==> config.mk <==
export PLATFORM = sky130hd
export DESIGN_NAME = rtc_regfile
export DESIGN_NICKNAME = d
export VERILOG_FILES = /design/src/rtl/rtc_pkg.sv /design/src/rtl/rtc_month_len.sv /design/src/rtl/rtc_time_counter.sv /design/src/rtl/rtc_host_port.sv /design/src/rtl/rtc_regfile.sv
export SDC_FILE = /design/constraint.sdc
export NUM_CORES = 1
export LEC_CHECK = 0
export ABC_AREA = 1
export BUFFER_PORTS_ARGS = -buffer_cell sky130_fd_sc_hd__buf_2
export CORE_MARGIN = 3
export CORE_UTILIZATION = 57
export CTS_CLUSTER_SIZE = 40
export DETAILED_ROUTE_END_ITERATION = 8
export GPL_TIMING_DRIVEN = 0
export PLACE_DENSITY = 0.76
export RECOVER_POWER = 25
export SYNTH_ARGS = -nofsm -noshare
export SYNTH_HDL_FRONTEND = slang
export SYNTH_SLANG_ARGS = --single-unit
==> constraint.sdc <==
create_clock -name clk -period 3.8 [get_ports clk]
set_clock_uncertainty 0.05 [all_clocks]
set_input_delay 0.19 -clock clk [delete_from_list [all_inputs] [get_ports clk]]
set_output_delay 0.19 -clock clk [all_outputs]
set_load 0.01 [all_outputs]
==> src/rtl/rtc_pkg.sv <==
package rtc_pkg;
  localparam int NUM_FIELDS = 8;
  localparam int CTRL_W_BIT = 7;
  localparam int CTRL_R_BIT = 6;
  localparam logic [3:0] OFF_CTRL = 4'h8;

  typedef logic [7:0] bcd_t;
  typedef bcd_t [NUM_FIELDS-1:0] time_t;

  typedef enum logic [2:0] {
    FLD_SEC   = 3'd0,
    FLD_MIN   = 3'd1,
    FLD_HOUR  = 3'd2,
    FLD_WDAY  = 3'd3,
    FLD_DATE  = 3'd4,
    FLD_MONTH = 3'd5,
    FLD_YEAR  = 3'd6,
    FLD_CENT  = 3'd7
  } field_e;

  typedef struct packed {
    logic   hit;
    field_e fld;
  } decode_t;

  function automatic bcd_t bcd_inc(bcd_t v);
    if (v[3:0] == 4'h9) return {v[7:4] + 4'h1, 4'h0};
    return {v[7:4], v[3:0] + 4'h1};
  endfunction

  // 10 = 2 (mod 4), so the value mod 4 is (2*tens + ones) mod 4.
  function automatic logic leap_year(bcd_t yr);
    logic [1:0] s;
    s = {yr[4], 1'b0} + yr[1:0];
    return (s == 2'b00);
  endfunction

  function automatic decode_t decode_offset(logic [3:0] off);
    decode_t d;
    d.hit = 1'b1;
    d.fld = FLD_SEC;
    case (off)
      4'h9:    d.fld = FLD_SEC;
      4'hA:    d.fld = FLD_MIN;
      4'hB:    d.fld = FLD_HOUR;
      4'hC:    d.fld = FLD_WDAY;
      4'hD:    d.fld = FLD_DATE;
      4'hE:    d.fld = FLD_MONTH;
      4'hF:    d.fld = FLD_YEAR;
      4'h1:    d.fld = FLD_CENT;
      default: d.hit = 1'b0;
    endcase
    return d;
  endfunction

  function automatic time_t reset_time(bcd_t cent);
    time_t t;
    t = '0;
    t[FLD_WDAY]  = 8'h01;
    t[FLD_DATE]  = 8'h01;
    t[FLD_MONTH] = 8'h01;
    t[FLD_CENT]  = cent;
    return t;
  endfunction
endpackage

==> src/rtl/rtc_month_len.sv <==
module rtc_month_len
  import rtc_pkg::*;
(
  input  bcd_t month,
  input  bcd_t year,
  output bcd_t last_date
);
  always_comb begin
    case (month)
      8'h02:                      last_date = leap_year(year) ? 8'h29 : 8'h28;
      8'h04, 8'h06, 8'h09, 8'h11: last_date = 8'h30;
      default:                    last_date = 8'h31;
    endcase
  end
endmodule

==> src/rtl/rtc_time_counter.sv <==
module rtc_time_counter
  import rtc_pkg::*;
#(
  parameter bcd_t CENT_RST = 8'h20
) (
  input  logic  clk,
  input  logic  rst_n,
  input  logic  tick,
  input  logic  load,
  input  time_t load_val,
  output time_t cnt
);
  localparam time_t RST_VAL = reset_time(CENT_RST);
  localparam time_t FMIN = {8'h00, 8'h00, 8'h01, 8'h01, 8'h01, 8'h00, 8'h00, 8'h00};

  time_t cnt_q, cnt_d, fmax;
  bcd_t  last_date;
  logic [NUM_FIELDS-1:0] wrap, adv;

  rtc_month_len u_len (
    .month     (cnt_q[FLD_MONTH]),
    .year      (cnt_q[FLD_YEAR]),
    .last_date (last_date)
  );

  assign fmax = {8'h99, 8'h99, 8'h12, last_date, 8'h07, 8'h23, 8'h59, 8'h59};

  for (genvar i = 0; i < NUM_FIELDS; i++) begin : g_wrap
    assign wrap[i] = (cnt_q[i] == fmax[i]);
  end

  // Carry chain: day of week and date both advance on the day carry.
  always_comb begin
    adv[FLD_SEC]   = tick;
    adv[FLD_MIN]   = adv[FLD_SEC]   & wrap[FLD_SEC];
    adv[FLD_HOUR]  = adv[FLD_MIN]   & wrap[FLD_MIN];
    adv[FLD_WDAY]  = adv[FLD_HOUR]  & wrap[FLD_HOUR];
    adv[FLD_DATE]  = adv[FLD_HOUR]  & wrap[FLD_HOUR];
    adv[FLD_MONTH] = adv[FLD_DATE]  & wrap[FLD_DATE];
    adv[FLD_YEAR]  = adv[FLD_MONTH] & wrap[FLD_MONTH];
    adv[FLD_CENT]  = adv[FLD_YEAR]  & wrap[FLD_YEAR];
  end

  always_comb begin
    for (int i = 0; i < NUM_FIELDS; i++) begin
      if (load)        cnt_d[i] = load_val[i];
      else if (adv[i]) cnt_d[i] = wrap[i] ? FMIN[i] : bcd_inc(cnt_q[i]);
      else             cnt_d[i] = cnt_q[i];
    end
  end

  always_ff @(posedge clk or negedge rst_n) begin
    if (!rst_n)            cnt_q <= RST_VAL;
    else if (load || tick) cnt_q <= cnt_d;
  end

  assign cnt = cnt_q;
endmodule

==> src/rtl/rtc_host_port.sv <==
module rtc_host_port
  import rtc_pkg::*;
#(
  parameter int   ADDR_W   = 4,
  parameter bcd_t CENT_RST = 8'h20
) (
  input  logic              clk,
  input  logic              rst_n,
  input  logic              tick,
  input  logic              wr_en,
  input  logic [ADDR_W-1:0] addr,
  input  bcd_t              wdata,
  input  time_t             cnt,
  output bcd_t              rdata,
  output time_t             mirror,
  output bcd_t              ctrl,
  output logic              load
);
  localparam time_t RST_VAL = reset_time(CENT_RST);

  logic    in_win, wr_ctrl, wr_time, refresh, tick_q, mir_en;
  decode_t dec;
  time_t   mir_q, mir_d;
  bcd_t    ctrl_q;

  if (ADDR_W > 4) begin : g_wide
    assign in_win = &addr[ADDR_W-1:4];
  end else begin : g_exact
    assign in_win = 1'b1;
  end

  assign dec     = decode_offset(addr[3:0]);
  assign wr_ctrl = wr_en & in_win & (addr[3:0] == OFF_CTRL);
  assign wr_time = wr_en & in_win & dec.hit;
  assign load    = wr_ctrl & ctrl_q[CTRL_W_BIT] & ~wdata[CTRL_W_BIT];
  assign refresh = tick_q & ~ctrl_q[CTRL_R_BIT] & ~ctrl_q[CTRL_W_BIT] & ~load;
  assign mir_en  = refresh | wr_time;

  always_comb begin
    mir_d = mir_q;
    if (refresh) mir_d = cnt;
    if (wr_time) mir_d[dec.fld] = wdata;
  end

  always_ff @(posedge clk or negedge rst_n) begin
    if (!rst_n) tick_q <= 1'b0;
    else        tick_q <= tick;
  end

  always_ff @(posedge clk or negedge rst_n) begin
    if (!rst_n)      mir_q <= RST_VAL;
    else if (mir_en) mir_q <= mir_d;
  end

  always_ff @(posedge clk or negedge rst_n) begin
    if (!rst_n)       ctrl_q <= '0;
    else if (wr_ctrl) ctrl_q <= wdata;
  end

  always_comb begin
    rdata = '0;
    if (in_win) begin
      if (addr[3:0] == OFF_CTRL) rdata = ctrl_q;
      else if (dec.hit)          rdata = mir_q[dec.fld];
    end
  end

  assign mirror = mir_q;
  assign ctrl   = ctrl_q;
endmodule

==> src/rtl/rtc_regfile.sv <==
module rtc_regfile
  import rtc_pkg::*;
#(
  parameter int   ADDR_W   = 4,
  parameter bcd_t CENT_RST = 8'h20
) (
  input  logic              clk,
  input  logic              rst_n,
  input  logic              tick_1hz,
  input  logic              wr_en,
  input  logic [ADDR_W-1:0] addr,
  input  logic [7:0]        wdata,
  output logic [7:0]        rdata
);
  logic [1:0] rst_sync;
  logic       rst_core_n;
  time_t      cnt_flat, mir_flat;
  bcd_t       ctrl_q;
  logic       load;

  always_ff @(posedge clk or negedge rst_n) begin
    if (!rst_n) rst_sync <= 2'b00;
    else        rst_sync <= {rst_sync[0], 1'b1};
  end
  assign rst_core_n = rst_sync[1];

  rtc_time_counter #(.CENT_RST(CENT_RST)) u_cnt (
    .clk      (clk),
    .rst_n    (rst_core_n),
    .tick     (tick_1hz),
    .load     (load),
    .load_val (mir_flat),
    .cnt      (cnt_flat)
  );

  rtc_host_port #(.ADDR_W(ADDR_W), .CENT_RST(CENT_RST)) u_port (
    .clk    (clk),
    .rst_n  (rst_core_n),
    .tick   (tick_1hz),
    .wr_en  (wr_en),
    .addr   (addr),
    .wdata  (wdata),
    .cnt    (cnt_flat),
    .rdata  (rdata),
    .mirror (mir_flat),
    .ctrl   (ctrl_q),
    .load   (load)
  );
endmodule

==> PnR_summary.wiki, run 1 <==
{| class="wikitable"
! Metric !! Value
|-
| Outcome || finished with violations
|-
| Failing checks || capacitance limit, slew limit
|-
| Top area cells in the synthesized netlist || dfrtp_1, nand2_1, o21ai_0, inv_1, ha_1
|-
| Post-CTS Setup Bufs || 0
|-
| Maximum fanout count along the critical path || 10
|-
| CTS Sinks || ~140
|-
| Cell Pwr Density || 492 nW/um^2
|-
| IR Drop Worst-Case VDD || approximately 0.39 mV
|-
| CTS tree || yes
|-
| Worst setup path startpoint || u_cnt.cnt[1]
|-
| Number of buffers between clock root and the deepest sink || 2
|-
| Core area || around 15,000 um^2
|-
| Clk pin slew, worst setup/hold paths || roughly 60 ps
|-
| Total nets after synthesis || between 1,000 and 1,500
|-
| Count of vias placed by the detailed router || roughly 9,000
|-
| Largest net degree at the start of global routing || 70
|-
| Wire length of the first global-routing pass || ~47,000 um
|-
| Share of the synthesized area in the top cell type || 37.2%
|-
| Final routed wirelength across all metal layers || 31,000 um
|-
| Total clock buffers created by CTS || 17
|-
| Sequential standard cell area || 3490 um^2
|-
| Area growth syn-to-layout || 11.8%
|-
| # fillers || roughly 1,300
|-
| Number of optimization iterations in the first detailed-route pass || 7
|-
| Post-synth EDFFs || 0
|-
| Instance count of the mapped netlist || 1,202
|-
| Number of failing hold endpoints at the final stage || 0
|-
| Initial core utilization || between 50% and 60%
|-
| Ant. Diodes || 0
|-
| Leakage power of the design || ~4.7 nW
|-
| Proportion of power drawn by the clock network || between 30% and 40%
|-
| Worst reg2reg path depth || 12
|-
| Maximum level of the CTS H-tree || 4
|-
| Library cells used by synthesis || between 40 and 50
|-
| Layout cells sized above 1 || between 9 and 10%
|-
| Worst relative slew slack || -20.5%
|-
| Setup repair after global routing missed its margin || no
|-
| Post-detailed-route DRC marker count || 0
|-
| Worst reg2reg path endpoint || u_cnt.cnt[60]
|-
| Die outline area || 17,000 um^2
|-
| Crit path to || u_cnt.cnt[60]
|-
| Sequential-to-total area share from yosys stat || approximately two fifths
|-
| Number of global-route vias before repair || between 8,000 and 9,000
|-
| Number of top-level pins || 24
|-
| Worst-margin pin slew || 1810 ps
|-
| Type of origin of the critical path || register
|-
| Maximum clock frequency || between 0.3 and 0.4 GHz
|-
| Sequential fraction of design power || between 30% and 40%
|-
| Wirelength per Cell || between 20 and 25 um
|-
| Ys flop type || dfrtp_1
|-
| Worst slack at placement || between 1000 and 1500 ps
|-
| Number of port buffers || 23
|-
| Setup Viol. Count Final || 0
|-
| Power after layout || ~0.0048 W
|-
| Number of antenna violations at the first check in global routing || 0
|-
| Count of nets left with antenna violations after detail routing || 0
|-
| Int Pwr || 0.00326 W
|-
| Required time at the worst-slack endpoint || a little over 4000 ps
|-
| Crit. End Element || register
|-
| Critical Path AT || ~3200 ps
|-
| Clock latency at the later pin of the worst-skew pair || roughly 440 ps
|-
| Worst Hold Class || primary input to asynchronous set/reset pin
|-
| Final worst slack || ~900 ps
|-
| Count of maximum capacitance violations || 2
|-
| Vias per std cell || roughly 6.3
|-
| Remaining global-route overflow || 0
|-
| Aggregate negative setup slack || 0 ps
|-
| Average cell area after synthesis || around 7.3 um^2
|-
| Final period demand of the worst path || just under 3000 ps
|-
| Synth warnings || 0
|-
| Post-synthesis sequential element count || around 140
|-
| Die outline width || around 130 um
|-
| Final core occ || 66.5%
|-
| Logic pwr share || about a fifth
|-
| First-iteration detailed-routing DRC count || between 1,000 and 1,500
|-
| Standard-cell row count || 44
|-
| Multi-input gate area in the final layout || around 4600 um^2
|-
| Post-synth top area cell || dfrtp_1
|-
| Global-route usage over all layers || 37.3%
|-
| Total Nets Final || about 1,300
|-
| P_sw || roughly 0.0016 W
|-
| RePlAce Congestion || 1.07
|-
| Pins over their slew limit || 135
|-
| Post-synth design cell area || between 8000 and 9000 um^2
|-
| Switching Fraction || about a third
|-
| Clock Tree Root || clkbuf_16
|-
| Reg2reg setup slack || 900 ps
|-
| Period utilization || roughly 76%
|-
| Startpoint-to-endpoint class of the critical path || register to register
|-
| Die height || 130 um
|-
| Half-perimeter wire length after detailed placement || 22,300 um
|-
| Async S/R FF share, synth || between 90% and 100%
|-
| Startpoint of the worst-slack reg-to-reg timing path || u_cnt.cnt[1]
|}
-- cells in the mapped netlist, types with 4 or more instances --
library cell and instances:
a21oi_1 44, a22oi_1 5, a31oi_1 15, buf_2 15, buf_4 4, clkbuf_1 23, dfrtp_1 131, dfstp_2 8
ha_1 26, inv_1 109, inv_2 8, nand2_1 365, nand2_2 8, nand3_1 58, nand4_1 22, nor2_1 57
nor2_4 5, nor3_1 5, o211ai_1 15, o21ai_0 153, o21ai_1 19, o221ai_1 11, o22ai_1 33, xnor2_1 9
xor2_1 17
-- state kept, by name (all words and copies together) (netlist names) --
signal	cells
u_port.ctrl	8
rst_sync	2
u_port.tick_q	1
u_port.mirror	64
u_cnt.cnt	64
-- area by class of cell --
class	count	share of cell area, %
multi-input cells	896	47.0
well taps	184	2.34
flip-flops and latches	139	35.4
inverters	119	4.56
plain buffers	48	2.40
repair buffers	27	1.45
clock buffers	21	4.57
clock inverters	11	2.20
-- metrics by stage --
stage | std cells | instance area (um^2) | hold slack (ps)
final | 1445 | 9850 | 4.42
after global routing | 1445 | 9850 | 19.2
after CTS | 1445 | 9900 | 10.1
after detailed placement | 1411 | 9210 | -74.4
after global placement | 1409 | 9150 | -73.2
after floorplan | 1202 | 8810 | -156
-- placed cells by master, fill, tap and decap left out, types with 6 or more instances in the layout --
cell type / synthesis / final
a31oi_1: 15 / 15
nor2_1: 57 / 57
nand2_2: 8 / 8
inv_2: 8 / 8
bufinv_16: 0 / 6
o22ai_1: 33 / 33
dfstp_2: 8 / 8
xnor2_1: 9 / 9
buf_2: 15 / 36
ha_1: 26 / 26
a21oi_1: 44 / 44
inv_1: 109 / 109
o21ai_1: 19 / 19
dfrtp_1: 131 / 131
o221ai_1: 11 / 11
clkbuf_16: 0 / 17
xor2_1: 17 / 17
o211ai_1: 15 / 15
o21ai_0: 153 / 153
nand3_1: 58 / 58
nand4_1: 22 / 22
clkbuf_1: 23 / 28
nand2_1: 365 / 365
-- how the worst min path moves through the flow --
stage,startpoint,end,slack (ps),cells after the start
2_1_floorplan,rst_n,rst_sync[0],-160,0
3_3_place_gp,rst_n,rst_sync[0],-70,1
3_5_place_dp,rst_n,rst_sync[0],-70,1
4_1_cts,rst_n,rst_sync[1],10,2
5_1_grt,rst_n,rst_sync[1],20,2
6_report,rst_n,rst_sync[0],4,2
-- cells by family after synthesis --
family                     after synthesis  synth area share [%]
and+or+nand+nor                        535                  26.3
AOI/OAI and AO/OA                      306                  19.7
buffers and inverters                  167                  7.79
DFF                                    139                  39.6
adders and majority gates               26                  3.69
xor gates and xnor gates                26                  2.59
muxes                                    2                 0.256
other                                    1                0.0426
-- worst max-delay path, cell delays in order (launching register included) --
cell and delay, ps:
dfrtp_1 410, inv_1 100, ha_1 150, nand2_1 50, nor2_1 260, and3_1 310
nand2_1 150, nor2_1 490, nand4_1 190, nand2_2 230, buf_4 240, nand4_1 100
nand2_1 100
-- repair_timing --
action / CTS / global route
resized for setup: 0 / 0
hold buffers: 2 / 0
endpoints found under the hold margin: 3 / 0
-- metal layers --
| metal | global-route usage [%] | part of all wire (%) | vias to the layer above |
|---|---|---|---|
| li1 | - | - | 4121 |
| met1 | 51.1 | 40 | 4229 |
| met2 | 54.0 | 43 | 576 |
| met3 | 9.86 | 12 | 118 |
| met4 | 20.0 | 5.7 | 0 |
| met5 | 0 | 0 | - |
-- power groups by stage --
| stage | combinational (W) | sequential, W | clock, W |
|---|---|---|---|
| after detailed placement | 0.000982 | 0.00190 | 0 |
| after global placement | 0.000927 | 0.00192 | 0 |
| final | 0.00103 | 0.00189 | 0.00193 |
| after global routing | 0.00112 | 0.00190 | 0.00199 |
| after CTS | 0.000998 | 0.00188 | 0.00192 |
| after floorplan | 0.000660 | 0.00185 | 0 |
Power figures use the tool's default switching activity.
==> run 2: changes to the inputs <==
--- a/config.mk
+++ b/config.mk
@@ -5,7 +5,7 @@
 export SDC_FILE = /design/constraint.sdc
 export NUM_CORES = 1
 export LEC_CHECK = 0
-export ABC_AREA = 1
+export ABC_AREA = 0
 export BUFFER_PORTS_ARGS = -buffer_cell sky130_fd_sc_hd__buf_2
 export CORE_MARGIN = 3
 export CORE_UTILIZATION = 57
==> constraint.sdc (replaced) <==
create_clock -name clk -period 2.5 [get_ports clk]
set_clock_uncertainty 0.05 [all_clocks]
set_input_delay 0.125 -clock clk [delete_from_list [all_inputs] [get_ports clk]]
set_output_delay 0.125 -clock clk [all_outputs]
set_load 0.01 [all_outputs]
==> PnR_summary.wiki, run 2 <==
{| class="wikitable"
! Metric !! Value
|-
| Wirelength per Cell || 22.9 um (was 21.5 um)
|-
| Total nets after synthesis || 1,047 (was 1,244)
|-
| Reg2reg setup slack || -40 ps (was 900 ps)
|-
| Die outline area || 16,900 um^2 (was 17,000 um^2)
|-
| Clk pin slew, worst setup/hold paths || 70 ps (was 60 ps)
|-
| Die height || 130 um (about the same)
|-
| Type of origin of the critical path || register (unchanged)
|-
| Layout cells sized above 1 || 17.1% (was 9.67%)
|-
| Final routed wirelength across all metal layers || 29,200 um (was 31,000 um)
|-
| Top area cells in the synthesized netlist || dfrtp_1, mux2i_1, o21ai_0, nand2_1, ha_1 (was dfrtp_1, nand2_1, o21ai_0, inv_1, ha_1)
|-
| IR Drop Worst-Case VDD || 0.578 mV (was 0.386 mV)
|-
| Most used standard cells in the synthesized netlist || dfrtp_1, nand2_1, o21ai_0 (was nand2_1, o21ai_0, dfrtp_1)
|-
| Sequential-to-total area share from yosys stat || 39.9% (was 39.6%)
|-
| Int Pwr || 0.00510 W (was 0.00326 W)
|-
| Vias per std cell || 6.66 (was 6.26)
|-
| Post-synth top area cell || dfrtp_1 (unchanged)
|-
| Number of buffers between clock root and the deepest sink || 2 (unchanged)
|-
| Total Nets Final || 1,120 (was 1,290)
|-
| Switching Fraction || 32.7% (was 32.6%)
|-
| Largest net degree at the start of global routing || 61 (was 70)
|-
| Period utilization || 101% (was 76.3%)
|-
| Cell Pwr Density || 731 nW/um^2 (was 492 nW/um^2)
|-
| Setup repair after global routing missed its margin || yes (was no)
|-
| Worst reg2reg path endpoint || u_cnt.cnt[45] (was u_cnt.cnt[60])
|-
| Area growth syn-to-layout || 18.3% (was 11.8%)
|-
| Worst hold slack || 216 ps (was 4.42 ps)
|-
| Post-synth EDFFs || 0 (unchanged)
|-
| Count of vias placed by the detailed router || 8,497 (was 9,044)
|-
| Wire length of the first global-routing pass || 44,300 um (was 47,100 um)
|-
| Post-synthesis sequential element count || 139 (unchanged)
|-
| Outcome || finished with violations (unchanged)
|-
| Startpoint-to-endpoint class of the critical path || register to register (unchanged)
|-
| Count of maximum capacitance violations || 0 (was 2)
|-
| Sequential fraction of design power || 42.9% (was 39.0%)
|-
| Maximum level of the CTS H-tree || 4 (unchanged)
|-
| Maximum fanout count along the critical path || 5 (was 10)
|-
| Half-perimeter wire length after detailed placement || 19,800 um (was 22,300 um)
|-
| Ys flop type || dfrtp_1 (unchanged)
|-
| CTS Sinks || 139 (unchanged)
|-
| Number of top-level pins || 24 (unchanged)
|-
| CTS tree || yes (unchanged)
|-
| Remaining global-route overflow || 0 (unchanged)
|-
| Critical Path AT || 2840 ps (was 3220 ps)
|-
| Global-route usage over all layers || 34.6% (was 37.3%)
|-
| Worst reg2reg path depth || 10 (was 12)
|-
| Commonest cells after routing, fill and taps aside || nand2_1, dfrtp_1, o21ai_0 (was nand2_1, o21ai_0, dfrtp_1)
|-
| Proportion of power drawn by the clock network || 34.9% (was 39.8%)
|-
| Startpoint of the worst-slack reg-to-reg timing path || u_cnt.cnt[1] (unchanged)
|-
| First-iteration detailed-routing DRC count || 1,084 (was 1,276)
|-
| Logic pwr share || 22.2% (was 21.2%)
|-
| Most common cell after layout, fill and taps aside || nand2_1 (unchanged)
|-
| Initial core utilization || 59.3% (was 59.5%)
|-
| Clock latency at the later pin of the worst-skew pair || 430 ps (was 440 ps)
|-
| Final period demand of the worst path || 2540 ps (was 2900 ps)
|-
| Maximum clock frequency || 0.394 GHz (was 0.345 GHz)
|-
| Core area || 14,800 um^2 (about the same)
|-
| Pins over their slew limit || 0 (was 135)
|-
| Worst relative slew slack || 32.3% (was -20.5%)
|-
| Total clock buffers created by CTS || 17 (unchanged)
|-
| Number of port buffers || 13 (was 23)
|-
| Standard-cell row count || 44 (unchanged)
|-
| Average cell area after synthesis || 8.71 um^2 (was 7.33 um^2)
|-
| Final cell area excluding filler cells || 10,400 um^2 (was 9850 um^2)
|-
| Instance count of the mapped netlist || 1,005 (was 1,202)
|-
| Die outline width || 130 um (about the same)
|-
| Number of failing hold endpoints at the final stage || 0 (unchanged)
|-
| Setup Viol. Count Final || 1 (was 0)
|-
| RePlAce Congestion || 0.994 (was 1.07)
|-
| Worst-margin pin slew || 1020 ps (was 1810 ps)
|-
| P_sw || 0.00247 W (was 0.00158 W)
|-
| Count of nets left with antenna violations after detail routing || 0 (unchanged)
|-
| Library cells used by synthesis || 78 (was 46)
|-
| Worst Hold Class || register to asynchronous set/reset pin (was primary input to asynchronous set/reset pin)
|-
| Synth warnings || 0 (unchanged)
|-
| Clock Tree Root || clkbuf_16 (unchanged)
|-
| Failing checks || setup timing (was capacitance limit, slew limit)
|-
| Post-synth design cell area || 8750 um^2 (was 8810 um^2)
|-
| Crit. End Element || register (unchanged)
|-
| Async S/R FF share, synth || 100% (unchanged)
|-
| Post-detailed-route DRC marker count || 0 (unchanged)
|-
| Placement Cell Area || 9110 um^2 (was 9210 um^2)
|-
| Share of the synthesized area in the top cell type || 37.5% (was 37.2%)
|-
| Final worst slack || -36.4 ps (was 900 ps)
|-
| Power after layout || 0.00757 W (was 0.00484 W)
|-
| Number of optimization iterations in the first detailed-route pass || 6 (was 7)
|-
| Ant. Diodes || 0 (unchanged)
|-
| Number of global-route vias before repair || 7,856 (was 8,382)
|-
| Required time at the worst-slack endpoint || 2800 ps (was 4120 ps)
|-
| Number of antenna violations at the first check in global routing || 0 (unchanged)
|-
| Leakage power of the design || 4.26 nW (was 4.68 nW)
|}
## run 2: logic make-up (layout without fill, tap and decap cells)
family,Yosys count,after routing,share of synthesized area (%)
simple gates,369,370,22.5
fa+ha+maj,26,26,3.72
mux,73,73,8.46
compound gates,288,288,20.0
buf+inv,105,190,5.02
xor+xnor,4,4,0.400
other cells,1,1,0.0428
flops,139,139,39.9
## run 2: power by group through the flow
stage | sequential (W) | combinational, W | clock (W)
floorplan | 0.00305 | 0.00108 | 0
global placement | 0.00325 | 0.00136 | 0
detailed placement | 0.00323 | 0.00144 | 0
CTS | 0.00319 | 0.00150 | 0.00265
global route | 0.00329 | 0.00185 | 0.00276
finish | 0.00325 | 0.00168 | 0.00264
## run 2: timing repair
action | in CTS | in global routing
resized for setup | 33 | 68
hold buffers | 3 | 0
cloned | 2 | 1
pin swaps | 5 | 23
endpoints found under the hold margin | 3 | 0
endpoints found under the setup margin | 66 | 82
buffers inserted | 12 | 22
## run 2: final cells by class
class,instances,area (um^2)
Multi-Input combinational cell,762,5110
Fill cell,1134,4400
Sequential cell,139,3500
Clock buffer,22,474
Timing Repair Buffer,54,433
Buffer,72,350
Tap cell,184,230
Clock inverter,10,139
Inverter,32,120
## run 2: stage by stage
stage / std cells / setup TNS (ps) / util (%) / setup slack, ps
2_1_floorplan: 1005 / 0 / - / 148
3_3_place_gp: 1202 / -115830 / 61.3 / -717
3_5_place_dp: 1204 / -25620 / 61.7 / -551
4_1_cts: 1253 / -16.5 / 67.6 / -14.1
5_1_grt: 1275 / -679 / 70.2 / -110
6_report: 1275 / -36.4 / 70.2 / -36.4
## run 2: routing by layer
| metal | vias to the layer above | share of wire (%) | GRT usage, % |
|---|---|---|---|
| met1 | 4108 | 41 | 47.8 |
| met2 | 476 | 45 | 52.4 |
| met3 | 106 | 9.7 | 8.72 |
| met5 | - | 0 | 0 |
| li1 | 3807 | - | - |
| met4 | 0 | 4.3 | 13.9 |
## run 2: worst max-delay path by stage
stage / startpoint / end / slack (ps) / cells after the start
2_1_floorplan: rst_sync[1] / u_cnt.cnt[0] / 150 / 0
3_3_place_gp: rst_sync[1] / u_cnt.cnt[30] / -720 / 0
3_5_place_dp: wdata[7] / u_cnt.cnt[63] / -550 / 7
4_1_cts: u_cnt.cnt[16] / u_cnt.cnt[53] / -10 / 8
5_1_grt: u_cnt.cnt[1] / u_cnt.cnt[45] / -110 / 10
6_report: u_cnt.cnt[1] / u_cnt.cnt[45] / -40 / 10
## run 2: worst max-delay path, cell delays in order (launching register included)
cell	delay [ps]
dfrtp_1	430
inv_2	90
ha_4	150
nand4b_4	140
nor4_4	240
buf_6	170
a21o_4	190
nand4_4	180
buf_6	190
or4b_1	530
o211ai_1	110
